`src/rtl/i2c_cmd_master.sv`:
```
module i2c_cmd_master #(
  parameter int DEPTH = 16,
  localparam int AW = $clog2(DEPTH),
  localparam int CW = AW + 1
) (
  input  logic       clk,
  input  logic       rst_n,
  input  logic       enable,
  input  logic       stop_hold,
  input  logic       tick,
  input  logic       addr_load,
  input  logic [6:0] target_addr,
  input  logic       tx_push,
  input  logic [9:0] tx_word,
  input  logic       rx_pop,
  output logic [7:0] rx_byte,
  output logic [6:0] status,
  output logic [1:0] abort_src,
  output logic       rx_overflow,
  input  logic       err_clr,
  input  logic       sda_in,
  output logic       scl_oe,
  output logic       sda_oe
);

  typedef enum logic [2:0] {S_IDLE, S_START, S_ADDR, S_WR, S_RD, S_HOLD, S_STOP} st_t;

  logic [9:0] txm [DEPTH];
  logic [7:0] rxm [DEPTH];
  logic [AW-1:0] twp, trp, rwp, rrp;
  logic [CW-1:0] tcnt, rcnt;

  st_t st, adv_st;
  logic [1:0] q;
  logic [3:0] bc;
  logic [7:0] sh;
  logic [6:0] addr_q;
  logic dir, cur_stop, need_rs, nack_got, rd_ack;

  wire [9:0] head     = txm[trp];
  wire tx_empty       = tcnt == '0;
  wire tx_full        = tcnt == CW'(DEPTH);
  wire rx_empty       = rcnt == '0;
  wire rx_full        = rcnt == CW'(DEPTH);
  wire active         = st != S_IDLE;
  wire bit_end        = tick && q == 2'd3;
  wire ack_end        = bit_end && bc == 4'd8;
  wire xmit_st        = st == S_ADDR || st == S_WR;
  wire nack_abort     = ack_end && xmit_st && nack_got;
  wire byte_adv       = ack_end && (xmit_st || st == S_RD) && !nack_abort;
  wire adv_now        = byte_adv || (tick && st == S_HOLD);
  wire rs_req         = need_rs || (st == S_RD && !rd_ack);
  logic adv_pop;
  wire tx_pop         = adv_now && adv_pop;
  wire rx_in          = ack_end && st == S_RD;
  wire push_ok        = tx_push && !tx_full;
  wire pop_ok         = rx_pop && !rx_empty;

  always_comb begin
    adv_st  = S_STOP;
    adv_pop = 1'b0;
    if (cur_stop) adv_st = S_STOP;
    else if (!tx_empty) begin
      if (head[8] != dir || rs_req) adv_st = S_START;
      else begin
        adv_st  = head[8] ? S_RD : S_WR;
        adv_pop = 1'b1;
      end
    end else if (stop_hold) adv_st = S_HOLD;
  end

  assign rx_byte = rxm[rrp];
  assign status  = {1'b0, active, rx_full, !rx_empty, tx_empty, !tx_full, active || !tx_empty};

  always_comb begin
    scl_oe = 1'b0;
    sda_oe = 1'b0;
    case (st)
      S_START: begin scl_oe = q == 2'd0 || q == 2'd3; sda_oe = q[1]; end
      S_ADDR, S_WR: begin scl_oe = q == 2'd0 || q == 2'd3; sda_oe = bc != 4'd8 && !sh[7]; end
      S_RD:    begin scl_oe = q == 2'd0 || q == 2'd3; sda_oe = bc == 4'd8 && rd_ack; end
      S_HOLD:  scl_oe = 1'b1;
      S_STOP:  begin scl_oe = q == 2'd0; sda_oe = !q[1]; end
      default: ;
    endcase
  end

  always_ff @(posedge clk) begin
    if (push_ok) txm[twp] <= tx_word;
    if (rx_in && !rx_full) rxm[rwp] <= sh;
  end

  always_ff @(posedge clk or negedge rst_n) begin
    if (!rst_n) begin
      twp <= '0; trp <= '0; tcnt <= '0;
      rwp <= '0; rrp <= '0; rcnt <= '0;
    end else begin
      if (nack_abort) begin
        trp  <= twp;
        tcnt <= '0;
      end else begin
        if (push_ok) twp <= twp + AW'(1);
        if (tx_pop) trp <= trp + AW'(1);
        tcnt <= tcnt + CW'(push_ok) - CW'(tx_pop);
      end
      if (rx_in && !rx_full) rwp <= rwp + AW'(1);
      if (pop_ok) rrp <= rrp + AW'(1);
      rcnt <= rcnt + CW'(rx_in && !rx_full) - CW'(pop_ok);
    end
  end

  always_ff @(posedge clk or negedge rst_n) begin
    if (!rst_n) begin
      abort_src   <= '0;
      rx_overflow <= 1'b0;
      addr_q      <= '0;
    end else begin
      if (addr_load && tx_empty && !active) addr_q <= target_addr;
      if (err_clr) begin
        abort_src   <= '0;
        rx_overflow <= 1'b0;
      end
      if (nack_abort) abort_src[st == S_WR] <= 1'b1;
      if (rx_in && rx_full) rx_overflow <= 1'b1;
    end
  end

  always_ff @(posedge clk or negedge rst_n) begin
    if (!rst_n) begin
      st <= S_IDLE; q <= '0; bc <= '0; sh <= '0;
      dir <= 1'b0; cur_stop <= 1'b0; need_rs <= 1'b0;
      nack_got <= 1'b0; rd_ack <= 1'b0;
    end else if (tick) begin
      q <= q + 2'd1;
      case (st)
        S_IDLE: begin
          q <= '0;
          if (enable && !tx_empty) begin
            st <= S_START; dir <= head[8]; sh <= {addr_q, head[8]};
            need_rs <= 1'b0; cur_stop <= 1'b0; bc <= '0;
          end
        end
        S_START: if (q == 2'd3) st <= S_ADDR;
        S_ADDR, S_WR: begin
          if (q == 2'd2 && bc == 4'd8) nack_got <= sda_in;
          if (q == 2'd3 && bc != 4'd8) begin
            sh <= {sh[6:0], 1'b0};
            bc <= bc + 4'd1;
          end
        end
        S_RD: begin
          if (q == 2'd2 && bc != 4'd8) sh <= {sh[6:0], sda_in};
          if (q == 2'd3 && bc != 4'd8) begin
            bc <= bc + 4'd1;
            if (bc == 4'd7) rd_ack <= !cur_stop && !tx_empty && head[8] && !head[9] && head[8] == dir;
          end
        end
        S_STOP: if (q == 2'd3) st <= S_IDLE;
        default: ;
      endcase
      if (nack_abort) begin
        st <= S_STOP; q <= '0;
      end else if (adv_now) begin
        st <= adv_st; q <= '0;
        if (adv_st == S_START) begin
          dir <= head[8]; sh <= {addr_q, head[8]};
          need_rs <= 1'b0; cur_stop <= 1'b0; bc <= '0;
        end else if (adv_pop) begin
          sh <= head[7:0]; cur_stop <= head[9]; bc <= '0; need_rs <= 1'b0;
        end else begin
          need_rs <= rs_req; cur_stop <= 1'b0;
        end
      end
    end
  end

endmodule


```
`config.mk`:
```
export PLATFORM = sky130hd
export DESIGN_NAME = i2c_cmd_master
export DESIGN_NICKNAME = d
export VERILOG_FILES = /design/src/rtl/i2c_cmd_master.sv
export SDC_FILE = /design/constraint.sdc
export NUM_CORES = 1
export LEC_CHECK = 0
export BUFFER_PORTS_ARGS = -buffer_cell sky130_fd_sc_hd__buf_2
export CAP_MARGIN = 25
export CELL_PAD_IN_SITES_DETAIL_PLACEMENT = 0
export CELL_PAD_IN_SITES_GLOBAL_PLACEMENT = 2
export CORE_ASPECT_RATIO = 0.9
export CORE_MARGIN = 2
export CORE_UTILIZATION = 35
export CTS_BUF_LIST = sky130_fd_sc_hd__clkbuf_4 sky130_fd_sc_hd__clkbuf_8
export DETAILED_ROUTE_END_ITERATION = 8
export PLACE_DENSITY = 0.62
export SKIP_CTS_REPAIR_TIMING = 1
export SLEW_MARGIN = 20
export SYNTH_ARGS = -nofsm -noshare
export SYNTH_HDL_FRONTEND = slang
export SYNTH_SLANG_ARGS = --single-unit
```
`constraint.sdc`:
```
create_clock -name clk -period 8 [get_ports clk]
set_input_delay 1.6 -clock clk [delete_from_list [all_inputs] [get_ports clk]]
set_output_delay 1.6 -clock clk [all_outputs]
set_load 0.02 [all_outputs]
```
# ---- Yosys cells after proc, flatten, opt, wreduce, memory -nomap -nowiden
# Memory sizes are Yosys's and may differ from the RTL's.
# Cells that the tools add are included.
dict set report totals {
  wordCells 177
  output_inout_bits 20
  register_bits 58
  ramBits 288
  memories 2
  input_bits 27
}
dict set report op_classes {
  n_eq_ne 19
  n_bitwise 2
  add_sub_neg 10
  order_cmp 2
  reduce_logical 60
  muxes 64
}
# name depth word_bits rd rd_clocked_by_memory_dff write_ports line
set mem_list {}
lappend mem_list {txm 16 10 1 0 1 28} ;# logic [9:0] txm [DEPTH];
lappend mem_list {rxm 16 8 1 0 1 29} ;# logic [7:0] rxm [DEPTH];
# operator count
set op_table {}
lappend op_table {{$mux W8} 7}
lappend op_table {{$mux W4} 8}
lappend op_table {{$logic_and A1 B1 Y1} 27}
lappend op_table {{$mux W1} 27}
lappend op_table {{$mux W3} 9}
lappend op_table {{$pmux W8 S3} 1}
lappend op_table {{$add A4 B1 Y4 const B} 5}
lappend op_table {{$ne A4 B4 Y1 const B} 4}
lappend op_table {{$mux W2} 6}
lappend op_table {{$logic_not A1 Y1} 11}
lappend op_table {{$add A5 B1 Y5} 2}
lappend op_table {{$eq A5 B5 Y1 const B} 2}
lappend op_table {{$logic_not A5 Y1} 2}
lappend op_table {{$sub A5 B1 Y5} 2}
lappend op_table {{$eq A3 B3 Y1 const B} 3}
lappend op_table {{$pmux W3 S3} 1}
lappend op_table {{$pmux W4 S2} 1}
lappend op_table {{$logic_or A1 B1 Y1} 7}
lappend op_table {{$eq A3 B1 Y1 const B} 2}
lappend op_table {{$eq A3 B2 Y1 const B} 2}
lappend op_table {{$mux W5} 1}
lappend op_table {{$reduce_and A5 Y1} 1}
lappend op_table {{$reduce_bool A5 Y1} 1}
lappend op_table {{$eq A2 B2 Y1 const B} 2}
lappend op_table {{22 further kinds} 23}

# ---- Logic depth before layout (Yosys ltp)
# Gate-level depths: netlist of run 1.
dict set report depth {
  ltp_word 11
  depth_mapped 17
  ltp_nobuf 17
}

# ---- Worst setup path before layout of run 1
# No wires, ideal clock.
dict set report synth_timing {
  path_kind {input to register}
  startpoint {input port tick}
  endpoint {register tcnt[4]}
  n_path_buf 0
  setup_slack_ns 4.100
  t_arrival_ns 3.764
  stages 14
  path_cell_list {inv_1 a2111oi_2 o21ai_1 a21oi_4 ha_1 inv_1 ha_1 inv_1 fa_1 inv_1 a21oi_1 nor2_1 or3_1 a21oi_1}
}
dict set report synth_via {
  elab_chain_len 10
  word_cells_on_any_way 12
  classes_between {add/sub (1); mux (1); reduce/logical (10)}
}
# item line
set synth_lines {}
lappend synth_lines {{from (decl)} 10} ;# input logic tick,
lappend synth_lines {{$logic_and A1 B1 Y1} 46} ;# wire bit_end = tick && q == 2'd3;
lappend synth_lines {{$logic_and A1 B1 Y1} 47} ;# wire ack_end = bit_end && bc == 4'd8;
lappend synth_lines {{$logic_and A1 B1 Y1 (2 in a row)} 49} ;# wire nack_abort = ack_end && xmit_st && nack_got;
lappend synth_lines {{$logic_not A1 Y1} 50} ;# wire byte_adv = ack_end && (xmit_st || st == S_RD) && !nack_abort;
lappend synth_lines {{$logic_and A1 B1 Y1} 50}
lappend synth_lines {{$logic_or A1 B1 Y1} 51} ;# wire adv_now = byte_adv || (tick && st == S_HOLD);
lappend synth_lines {{$logic_and A1 B1 Y1} 54} ;# wire tx_pop = adv_now && adv_pop;
lappend synth_lines {{$sub A5 B1 Y5} 104} ;# tcnt <= tcnt + CW'(push_ok) - CW'(tx_pop);
lappend synth_lines {{$mux W5 (*)} 98} ;# if (nack_abort) begin
lappend synth_lines {{to (signal assigned)} 104}
lappend synth_lines {{to (decl)} 31} ;# logic [CW-1:0] tcnt, rcnt;
# Every way passes the cells marked *; elsewhere a longest branch is shown, timed or not.
# A chain may end at the register's enable or synchronous reset.

# ---- Worst setup path in the final report of run 1
dict set report layout_timing {
  startpoint {register rrp[0]}
  endpoint {output port rx_byte[3]}
}
dict set report layout_via {
  elab_chain_len 1
}
# item line
set layout_lines {}
lappend layout_lines {{from (decl)} 30} ;# logic [AW-1:0] twp, trp, rwp, rrp;
lappend layout_lines {{from (signal assigned)} 107} ;# if (pop_ok) rrp <= rrp + AW'(1);
lappend layout_lines {{$mem_v2 Z16 W8} n/a}
lappend layout_lines {{to (decl)} 16} ;# output logic [7:0] rx_byte,
# Every way passes these cells.

==> results of run 1 <==
==> state kept, by name (all words and copies together) (netlist names) <==
register and cells:
twp 4, rxm 128, txm 160, addr_q 7, rx_overflow 1, need_rs 1
q 2, rd_ack 1, dir 1, sh 8, tcnt 5, abort_src 2
trp 4, rwp 4, st 3, rcnt 5, cur_stop 1, bc 4
nack_got 1, rrp 4
==> Yosys cell counts (all sizes together) (8+ instances only) <==
library cell and instances:
ha 27, nand2 27, buf 20, inv 41
xnor2 14, clkbuf 26, nor3b 8, a22oi 13
mux4 76, dfrtp 58, nor3 19, nor4 10
edfxtp 288, o21ai 29, nor2 31, mux2 11
nand3 14, a21oi 25, a221oi 10, and2 12
mux2i 18
==> layout make-up <==
class | instances | area [µm²] | share of cell area (%)
flip-flops and latches | 346 | 10100 | 60.16
multi-input cells | 420 | 4243 | 25.26
clock buffers | 88 | 1030 | 6.131
well taps | 547 | 684.4 | 4.075
repair buffers | 70 | 412.9 | 2.458
clock inverters | 18 | 158.9 | 0.9461
inverters | 42 | 157.7 | 0.9386
diodes | 2 | 5.005 | 0.02980
==> power by group <==
part	switching, mW	internal [mW]	total, mW
clock network	0.712	0.890	1.60
logic	0.825	0.695	1.52
registers	0.309	2.23	2.54
total	1.85	3.82	5.66
==> kinds of logic (layout without fill, tap and decap cells) <==
| group | Yosys count | after routing | synth area share [%] |
|---|---|---|---|
| muxes | 105 | 105 | 13.75 |
| adders and majority gates | 29 | 29 | 2.577 |
| DFF | 346 | 346 | 68.89 |
| buffers and inverters | 88 | 218 | 2.603 |
| AOI/OAI and AO/OA | 116 | 116 | 5.590 |
| xor gates and xnor gates | 19 | 19 | 1.135 |
| other | 1 | 3 | 0.02558 |
| and+or+nand+nor | 150 | 150 | 5.428 |
==> worst paths after layout <==
check	endpoint	slack, ns	cells after the start
setup reg to reg	tcnt[4]	4.08	14
min in group asynchronous	twp[2]	1.13	2
hold / removal	rx_overflow	0.50	1
max in group asynchronous	rrp[0]	6.25	2
hold reg to reg	rx_overflow	0.50	1
setup / recovery	rx_byte[3]	3.53	4
==> critical path, delay by kind of cell (launching register included) <==
family	cells	cell delay, ns
flops	1	0.34
mux	2	1.14
buf+inv	2	0.73
==> metrics by stage <==
step / instance area (µm²) / hold slack (ns)
finish: 16800 / 0.5023
global route: 16790 / 0.5227
CTS: 16780 / 0.5078
detailed placement: 15590 / 0.4983
global placement: 15590 / 0.4871
floorplan: 14660 / 0.4700
==> placed cells by master, fill, tap and decap left out, types with 6 or more instances in the layout <==
cell	synthesis	routed
nand3_1	14	14
edfxtp_1	288	288
inv_1	41	41
buf_4	8	25
o21ai_0	22	22
xnor2_1	14	14
mux4_2	76	76
clkbuf_4	0	29
mux2i_1	18	18
nor3_1	19	15
a221o_1	7	7
clkbuf_8	0	59
ha_1	27	27
buf_2	5	45
nor3b_1	8	8
mux2_2	11	11
a22o_1	6	6
nor2_1	30	30
a211oi_1	6	6
a221oi_1	9	9
dfrtp_1	58	56
nand2_1	27	27
and2_1	12	12
a21oi_1	24	24
clkinv_1	1	9
a22oi_1	13	13
==> per-layer routing <==
layer | global-route usage [%] | vias up | share of wire (%)
met1 | 21.07 | 4056 | 44
met4 | 5.966 | 0 | 2.8
li1 | - | 3572 | -
met2 | 26.74 | 147 | 50
met3 | 2.826 | 64 | 3.7
met5 | 0 | - | 0
==> impl_results.md, run 1 <==
- Via density: 5.114
- Yosys top cell area share: 58.99%
- DIE HEIGHT: 198.2 µm
- Syn Nets: 910
- Worst Path Arrival: 2.87 ns
- Post-Syn Area: 0.01466 mm²
- Worst-path clk slew: 0.07 ns
- Layout filler cell count: 3813
- Placed cells: 1425
- Clk_skew: 0.03622 ns
- RSZ-0062 raised after global routing: false
- Hold Crit Class: reg2reg
- Ys flop type: edfxtp_1
- Synth unique cells: 61
- Avg Inst Size Synth: 17.17 µm²
- Drt pass-1 iters: 5
- Path type of the worst setup path: reg2out
- Die area: 0.04354 mm²
- Finished Layout Cells: 1533
- Total wire length: 33730 µm
- Vias in the first global route: 8244
- Sink Count: 346
- GP Congestion: 0.7498
- Worst Setup End Kind: primary output
- Required @ worst endpoint: 6.40 ns
- Row count: 71
- Instance count of the mapped netlist: 854
- First-pass GRT wire length: 51160 µm
- Die W: 219.7 µm
- CP Cell Sequence: buf_4, mux4_2, mux4_2, buf_2
- Critical R2R Launch: trp[1]
- Final period utilization: 55.92%
- Startpoint type of the worst setup path: flop
- Cell taking the most area after synthesis: edfxtp_1
- CORE AREA: 0.04157 mm²
- Max Freq: 0.2235 GHz
- Max stage delay on crit path: 0.64 ns
- Total track usage: 16.07%
- Root buffer cell: clkbuf_8
- Skew-Pair Late Insertion Delay: 0.65 ns
- Bufs on Longest Clock Path: 3
- Initial antenna violation count: 0
- DP HPWL: 20700 µm
- Layout cells sized above 1: 28.05%
- Fraction of registers with async set/reset: 16.76%
- Outcome: finished, final reports clean
- Max-Slew Margin vs Limit: 35.17%
- Post-synth EDFFs: 288
- Initial Util: 35.26%
- Fin. Hold Viols: 0
- Layout area overhead: 14.57%
- Yosys warns: 0
- GRT overflow: 0
- Cts bufs inserted: 58
- Most used cell, CP: mux4_2
- CP max-delay cell: mux4_2
- Worst-margin pin slew: 0.9725 ns
- Final number of max-transition violations: 0
- Vias: 7839
- Pwr/cell area: 337.2 mW/mm²
- Placement Setup Slack: 2.857 ns
- Critical path startpoint: rrp[0]
- Routed len/inst: 22.00 µm
- Nets: 994
- Fin crit period: 4.474 ns
- Synth area leaders: edfxtp_1 (59%), mux4_2 (12%), dfrtp_1 (9.9%), ha_1 (2.3%), mux2i_1 (1.2%)
- Port Buffers: 45
- # DRC: 0
- Detail Route Antenna Nets: 0
- Total power: 5.664 mW
- Final WS setup: 3.526 ns
- Max Cap Violations: 0
- Final setup vio count: 0
- Layout Utilization: 40.40%
- Ports: 47
- Leakage power: 5.859 nW
- CP Max Fanout: 35
- H-tree Lvls: 2
- Synth Register Bits: 346
- CTS tree: yes
- Largest net degree at the start of global routing: 59
- Initial DRC Count: 607
- Critical hold path startpoint: rx_overflow
- Setup TNS: 0 ns
- Maximum VDD drop: 0.0001649 V
- Register area share after synthesis: 68.89%
Power figures use the tool's default switching activity.
==> run 2, diff against run 1 <==
- ABC_AREA: default -> 1
- PLACE_DENSITY: 0.62 -> 0.67
- clock period: 8 -> 4.6 ns (I/O delays scaled with it)
==> run 2 against run 1 <==
  * Routed wire length grew 18%
  * Die area grew 3.6%
  * Clock skew shrank 0.0099 ns
  * Largest power group unchanged
  * Highest routed layer unchanged
  * Worst setup slack lost 2.6 ns
  * Synthesized cell count grew 54%
  * Core utilization shrank 0.21 points
  * First-iteration DRC count grew 16%
  * Design area grew 2.6%
  * Global-route usage grew 2.0 points
  * Non-clock buffer count grew 2
  * Clock-buffer cell count shrank 4
==> impl_results.md, run 2 <==
- Total wire length: 39680 µm
- Port Buffers: 45
- Critical path startpoint: rrp[0]
- Synth area leaders: edfxtp_1 (57%), dfrtp_1 (9.5%), nand2_1 (5.2%), nor2_1 (4.2%), o21ai_0 (3.2%)
- Critical R2R Launch: trp[1]
- Startpoint type of the worst setup path: flop
- Synth cell count leaders: edfxtp_1 (288), nand2_1 (209), nor2_1 (171)
- Cell taking the most area after synthesis: edfxtp_1
- Max reg flops: 160
- Combinational power share: 30.1%
- Synth unique cells: 53
- Ports: 47
- Count leader, synth: edfxtp_1
- H-tree Lvls: 2
- Row count: 72
- Largest registers: txm x160, rxm x128, sh x8
- Syn Nets: 1369
- Max Cap Violations: 0
- First-pass GRT wire length: 62180 µm
- Path type of the worst setup path: reg2out
- DIE HEIGHT: 201.7 µm
- RSZ-0062 raised after global routing: false
- Most frequent cells in the layout: edfxtp_1 (288), nand2_1 (209), nor2_1 (168), o21ai_0 (98), inv_1 (97)
- Placement Setup Slack: 0.9037 ns
- Sink Count: 346
- Die W: 223.7 µm
- Final period utilization: 80.63%
- Leakage power: 6.514 nW
- Bufs on Longest Clock Path: 3
- Register area share after synthesis: 66.44%
- Layout area overhead: 13.37%
- Area of the multi-input gates: 0.004379 mm²
- Via density: 5.007
- Skew-Pair Late Insertion Delay: 0.66 ns
- Pwr/cell area: 604.5 mW/mm²
- Largest net degree at the start of global routing: 55
- Worst-path clk slew: 0.06 ns
- Worst Path Arrival: 2.79 ns
- Final setup vio count: 0
- DP Area: 0.01605 mm²
- Detail Route Antenna Nets: 0
- Switching pwr: 3.966 mW
- Sw Share: 38.07%
- Maximum VDD drop: 0.0002335 V
- Avg Inst Size Synth: 11.58 µm²
- Yosys top cell area share: 56.89%
- Worst Setup End Kind: primary output
- CP max-delay cell: dfrtp_2
- Max stage delay on crit path: 0.60 ns
- Diodes inserted: 0
- Drt pass-1 iters: 5
- Synth Register Bits: 346
- GP Congestion: 0.7527
- Vias: 9973
- Layout cells sized above 1: 15.31%
- Max-Slew Margin vs Limit: 34.46%
- CP Cell Sequence: clkinv_1, buf_4, nor2_1, o32ai_1, o211ai_1, nand2_1, buf_2
- Fraction of registers with async set/reset: 16.76%
- Hold Crit Class: in2async
- Nets: 1443
- Root buffer cell: clkbuf_8
- Most flops, register: txm
- # DRC: 0
- Initial Util: 35.45%
- GRT overflow: 0
- CTS tree: yes
- Final number of max-transition violations: 0
- CP Max Fanout: 42
- Routed len/inst: 19.92 µm
- Power share of the clock group: 26.8%
- CORE AREA: 0.04288 mm²
- Max Freq: 0.2696 GHz
- Fin crit period: 3.709 ns
- Yosys warns: 0
- Cts bufs inserted: 58
- Flop pwr share: 43.1%
- Clk_skew: 0.02630 ns
- P_int: 6.451 mW
- Die area: 0.04512 mm²
- Register area: 0.01010 mm²
- Layout filler cell count: 4173
- Total track usage: 18.08%
- Outcome: finished, final reports clean
- Initial antenna violation count: 0
- Post-Syn Area: 0.01520 mm²
- Worst-margin pin slew: 0.9795 ns
- Setup TNS: 0 ns
- Vias in the first global route: 10054
- DP HPWL: 25450 µm
- Required @ worst endpoint: 3.68 ns
- Design area: 0.01723 mm²
- Instance count of the mapped netlist: 1313
- Fin. Hold Viols: 0
- Initial DRC Count: 703
- Ys flop type: edfxtp_1
- Post-synth EDFFs: 288
- Final WS setup: 0.8909 ns
- Commonest non-fill, non-tap cell in the layout: edfxtp_1
## run 2: changes by cell type after synthesis, sizes merged, moves of 24 or more
cell and delta:
inv +69, mux4 -76, nand2 +195, nand3 +45
nor2 +144, o211ai +26, o21ai +79, o221ai +24
## run 2: power groups by stage
stage,clock [mW],combinational (mW),sequential (mW)
6_report,2.79,3.14,4.48
5_1_grt,3.02,3.54,4.55
4_1_cts,2.88,3.19,4.49
3_5_place_dp,0,3.18,4.55
3_3_place_gp,0,3.17,4.55
2_1_floorplan,0,2.37,4.19
## run 2: worst max-delay path, delay by kind of cell (launching register included)
| family | cells | cell delay (ns) |
|---|---|---|
| flops | 1 | 0.60 |
| buf+inv | 3 | 0.75 |
| simple gates | 2 | 0.19 |
| compound gates | 2 | 0.57 |
## run 2: layout make-up
class,count,area share [%]
Clock inverter,26,1.067
Inverter,114,2.541
Clock buffer,84,5.765
Timing Repair Buffer,72,2.556
Tap cell,555,4.030
Sequential cell,346,58.63
Multi-Input combinational cell,795,25.41
## run 2: metal layers
metal / global-route usage [%] / wire length, µm / up-vias
met5: 0 / 0 / -
met4: 5.762 / 840 / 0
met3: 2.964 / 1574 / 60
li1: - / - / 4805
met1: 26.88 / 19830 / 4916
met2: 26.97 / 17440 / 192
## run 2: path summary, 6_finish.rpt
check                        endpoint  slack, ns  cells after the start
max                        rx_byte[3]       0.89                      7
min                         addr_q[5]       0.35                      1
max reg2reg                   tcnt[4]       0.90                     19
min reg2reg                   rcnt[0]       0.52                      1
max in group asynchronous       sh[1]       3.47                      2
min in group clk            addr_q[5]       0.51                      2
## run 2: through the flow
stage          hold slack, ns  power [mW]  instances  utilization (%)
3_3_place_gp           0.4950       7.720       1880            37.39
5_1_grt                0.3493       11.12       1992            40.19
6_report               0.3540       10.42       1992            40.19
2_1_floorplan          0.4784       6.559       1313                -
3_5_place_dp           0.5019       7.727       1882            37.44
4_1_cts                0.3117       10.56       1992            40.18
## run 2: logic make-up after synthesis
group,count (synthesis),synth area share [%]
AO/OA/AOI/OAI,241,9.960
XOR/XNOR,18,1.037
adder cells (fa/ha/maj),29,2.486
buffers and inverters,172,4.799
flip-flops,346,66.44
multiplexers,23,1.523
other,1,0.02467
AND/OR/NAND/NOR,483,13.73
==> run 3, diff against run 2 <==
- PLACE_DENSITY: 0.67 -> 0.7
- clock period: 4.6 -> 3.1 ns (I/O delays scaled with it)
==> run 3 against run 2 <==
  * Via count up 2.0%
  * Sequential power is 44% higher
  * Hold slack worse by 0.15 ns
  * Core utilization grew 1.1 points
  * Global-route usage rose by 0.19 points
  * Non-clock buffer count increased by 42
  * Sequential share of layout area shrank 1.5 points
  * Combinational power increased by 62%
  * Power rose by 52%
  * Design area is 2.7% higher
==> impl_results.md, run 3 (synthesis results as in run 2) <==
- H-tree Lvls: 2
- Cts bufs inserted: 58
- Initial DRC Count: 665
- CTS tree: yes
- Die W: 223.7 µm
- Bufs on Longest Clock Path: 3
- Startpoint type of the worst setup path: flop
- First-pass GRT wire length: 61880 µm
- CORE AREA: 0.04288 mm²
- Leakage power: 6.788 nW
- Worst Setup End Kind: primary output
- Root buffer cell: clkbuf_8
- Row count: 72
- GRT overflow: 0
- Routed len/inst: 19.86 µm
- Finished Layout Cells: 2033
- Fin. Hold Viols: 0
- Total power: 15.81 mW
- Final setup vio count: 0
- Commonest non-fill, non-tap cell in the layout: edfxtp_1
- Max-Slew Margin vs Limit: 47.43%
- GP Congestion: 0.7708
- Vias: 10171
- Most flops, register: txm
- Outcome: finished, final reports clean
- CP max-delay cell: dfrtp_2
- # DRC: 0
- Vias in the first global route: 10171
- DP Area: 0.01638 mm²
- DP HPWL: 25480 µm
- Largest registers: txm x160, rxm x128, sh x8
- Clk_skew: 0.01993 ns
- Via density: 5.003
- GR Util met1: 25.79%
- Ports: 47
- Total track usage: 18.27%
- Die area: 0.04512 mm²
- Skew-Pair Late Insertion Delay: 0.64 ns
- Diodes inserted: 0
- Worst Path Arrival: 2.31 ns
- Max Freq: 0.3415 GHz
- Required @ worst endpoint: 2.48 ns
- Max Cap Violations: 0
- Most frequent cells in the layout: edfxtp_1 (288), nand2_1 (209), nor2_1 (171), inv_1 (96), o21ai_0 (96)
- Sink Count: 346
- DIE HEIGHT: 201.7 µm
- Worst-path clk slew: 0.06 ns
- Path type of the worst setup path: reg2out
- Pwr/cell area: 893.9 mW/mm²
- Hold Crit Class: in2reg
- Fin crit period: 2.928 ns
- Drt pass-1 iters: 4
- Port Buffers: 45
- Worst-margin pin slew: 0.7885 ns
- Detail Route Antenna Nets: 0
- Max stage delay on crit path: 0.42 ns
- Maximum VDD drop: 0.0003708 V
- Total wire length: 40370 µm
- Max reg flops: 160
- Final number of max-transition violations: 0
- Final period utilization: 94.46%
- Largest net degree at the start of global routing: 67
- Layout area overhead: 16.38%
- Layout cells sized above 1: 18.20%
- Initial Util: 35.45%
- Initial antenna violation count: 1
- Nets: 1485
- RSZ-0062 raised after global routing: false
- CP Max Fanout: 14
- GRT met2 Usage: 28.16%
- CP top delay family: buffers and inverters
- Design area: 0.01769 mm²
- Met3 usage: 3.490%
- Placed cells: 1921
- Gr busiest metal: met2
- Crit path buffers/inverters: 3
- CP Cell Sequence: clkinv_1, buf_4, nor2_1, o221ai_1, nand3_1, nand2_1, buf_2
-- run 3: power breakdown --
group / internal, mW / switching, mW / leakage (nW)
clock network: 2.39 / 1.89 / 0.675
registers: 5.80 / 0.626 / 3.29
logic: 1.70 / 3.40 / 2.83
total: 9.90 / 5.92 / 6.79
-- run 3: metrics by stage --
stage,hold slack (ns),util (%),setup TNS (ns),setup slack [ns]
2_1_floorplan,0.3244,-,0,0.2657
3_3_place_gp,0.4890,38.19,0,0.1490
3_5_place_dp,0.4959,38.19,0,0.1012
4_1_cts,-0.1974,41.11,-0.01546,-0.01546
5_1_grt,0.1638,41.26,0,0.01016
6_report,0.2066,41.26,0,0.1717
-- run 3: layout make-up --
| type | count | area (µm²) |
|---|---|---|
| fill | 4130 | 25190 |
| clock inverter | 14 | 81.33 |
| inverter | 114 | 437.9 |
| timing repair buffer | 114 | 803.3 |
| sequential | 346 | 10100 |
| clock buffer | 95 | 1170 |
| multi-input combinational | 795 | 4399 |
| tap | 555 | 694.4 |
-- run 3: path summary, 6_finish.rpt --
path	depth (start not counted)	to	slack (ns)	start
setup / recovery	7	rx_byte[5]	0.17	rrp[0]
hold / removal	2	addr_q[5]	0.21	target_addr[5]
setup reg to reg	19	tcnt[4]	0.23	trp[0]
hold reg to reg	1	rcnt[0]	0.50	rcnt[0]
max in group asynchronous	3	trp[1]	2.07	rst_n
min in group asynchronous	2	addr_q[0]	0.40	rst_n
-- run 3: routing by layer --
| layer | share of wire, % | vias up | wire, µm |
|---|---|---|---|
| met4 | 2.3 | 2 | 947 |
| met5 | 0.030 | - | 12 |
| met3 | 4.6 | 60 | 1867 |
| li1 | - | 4888 | - |
| met1 | 48 | 5018 | 19450 |
| met2 | 45 | 203 | 18090 |
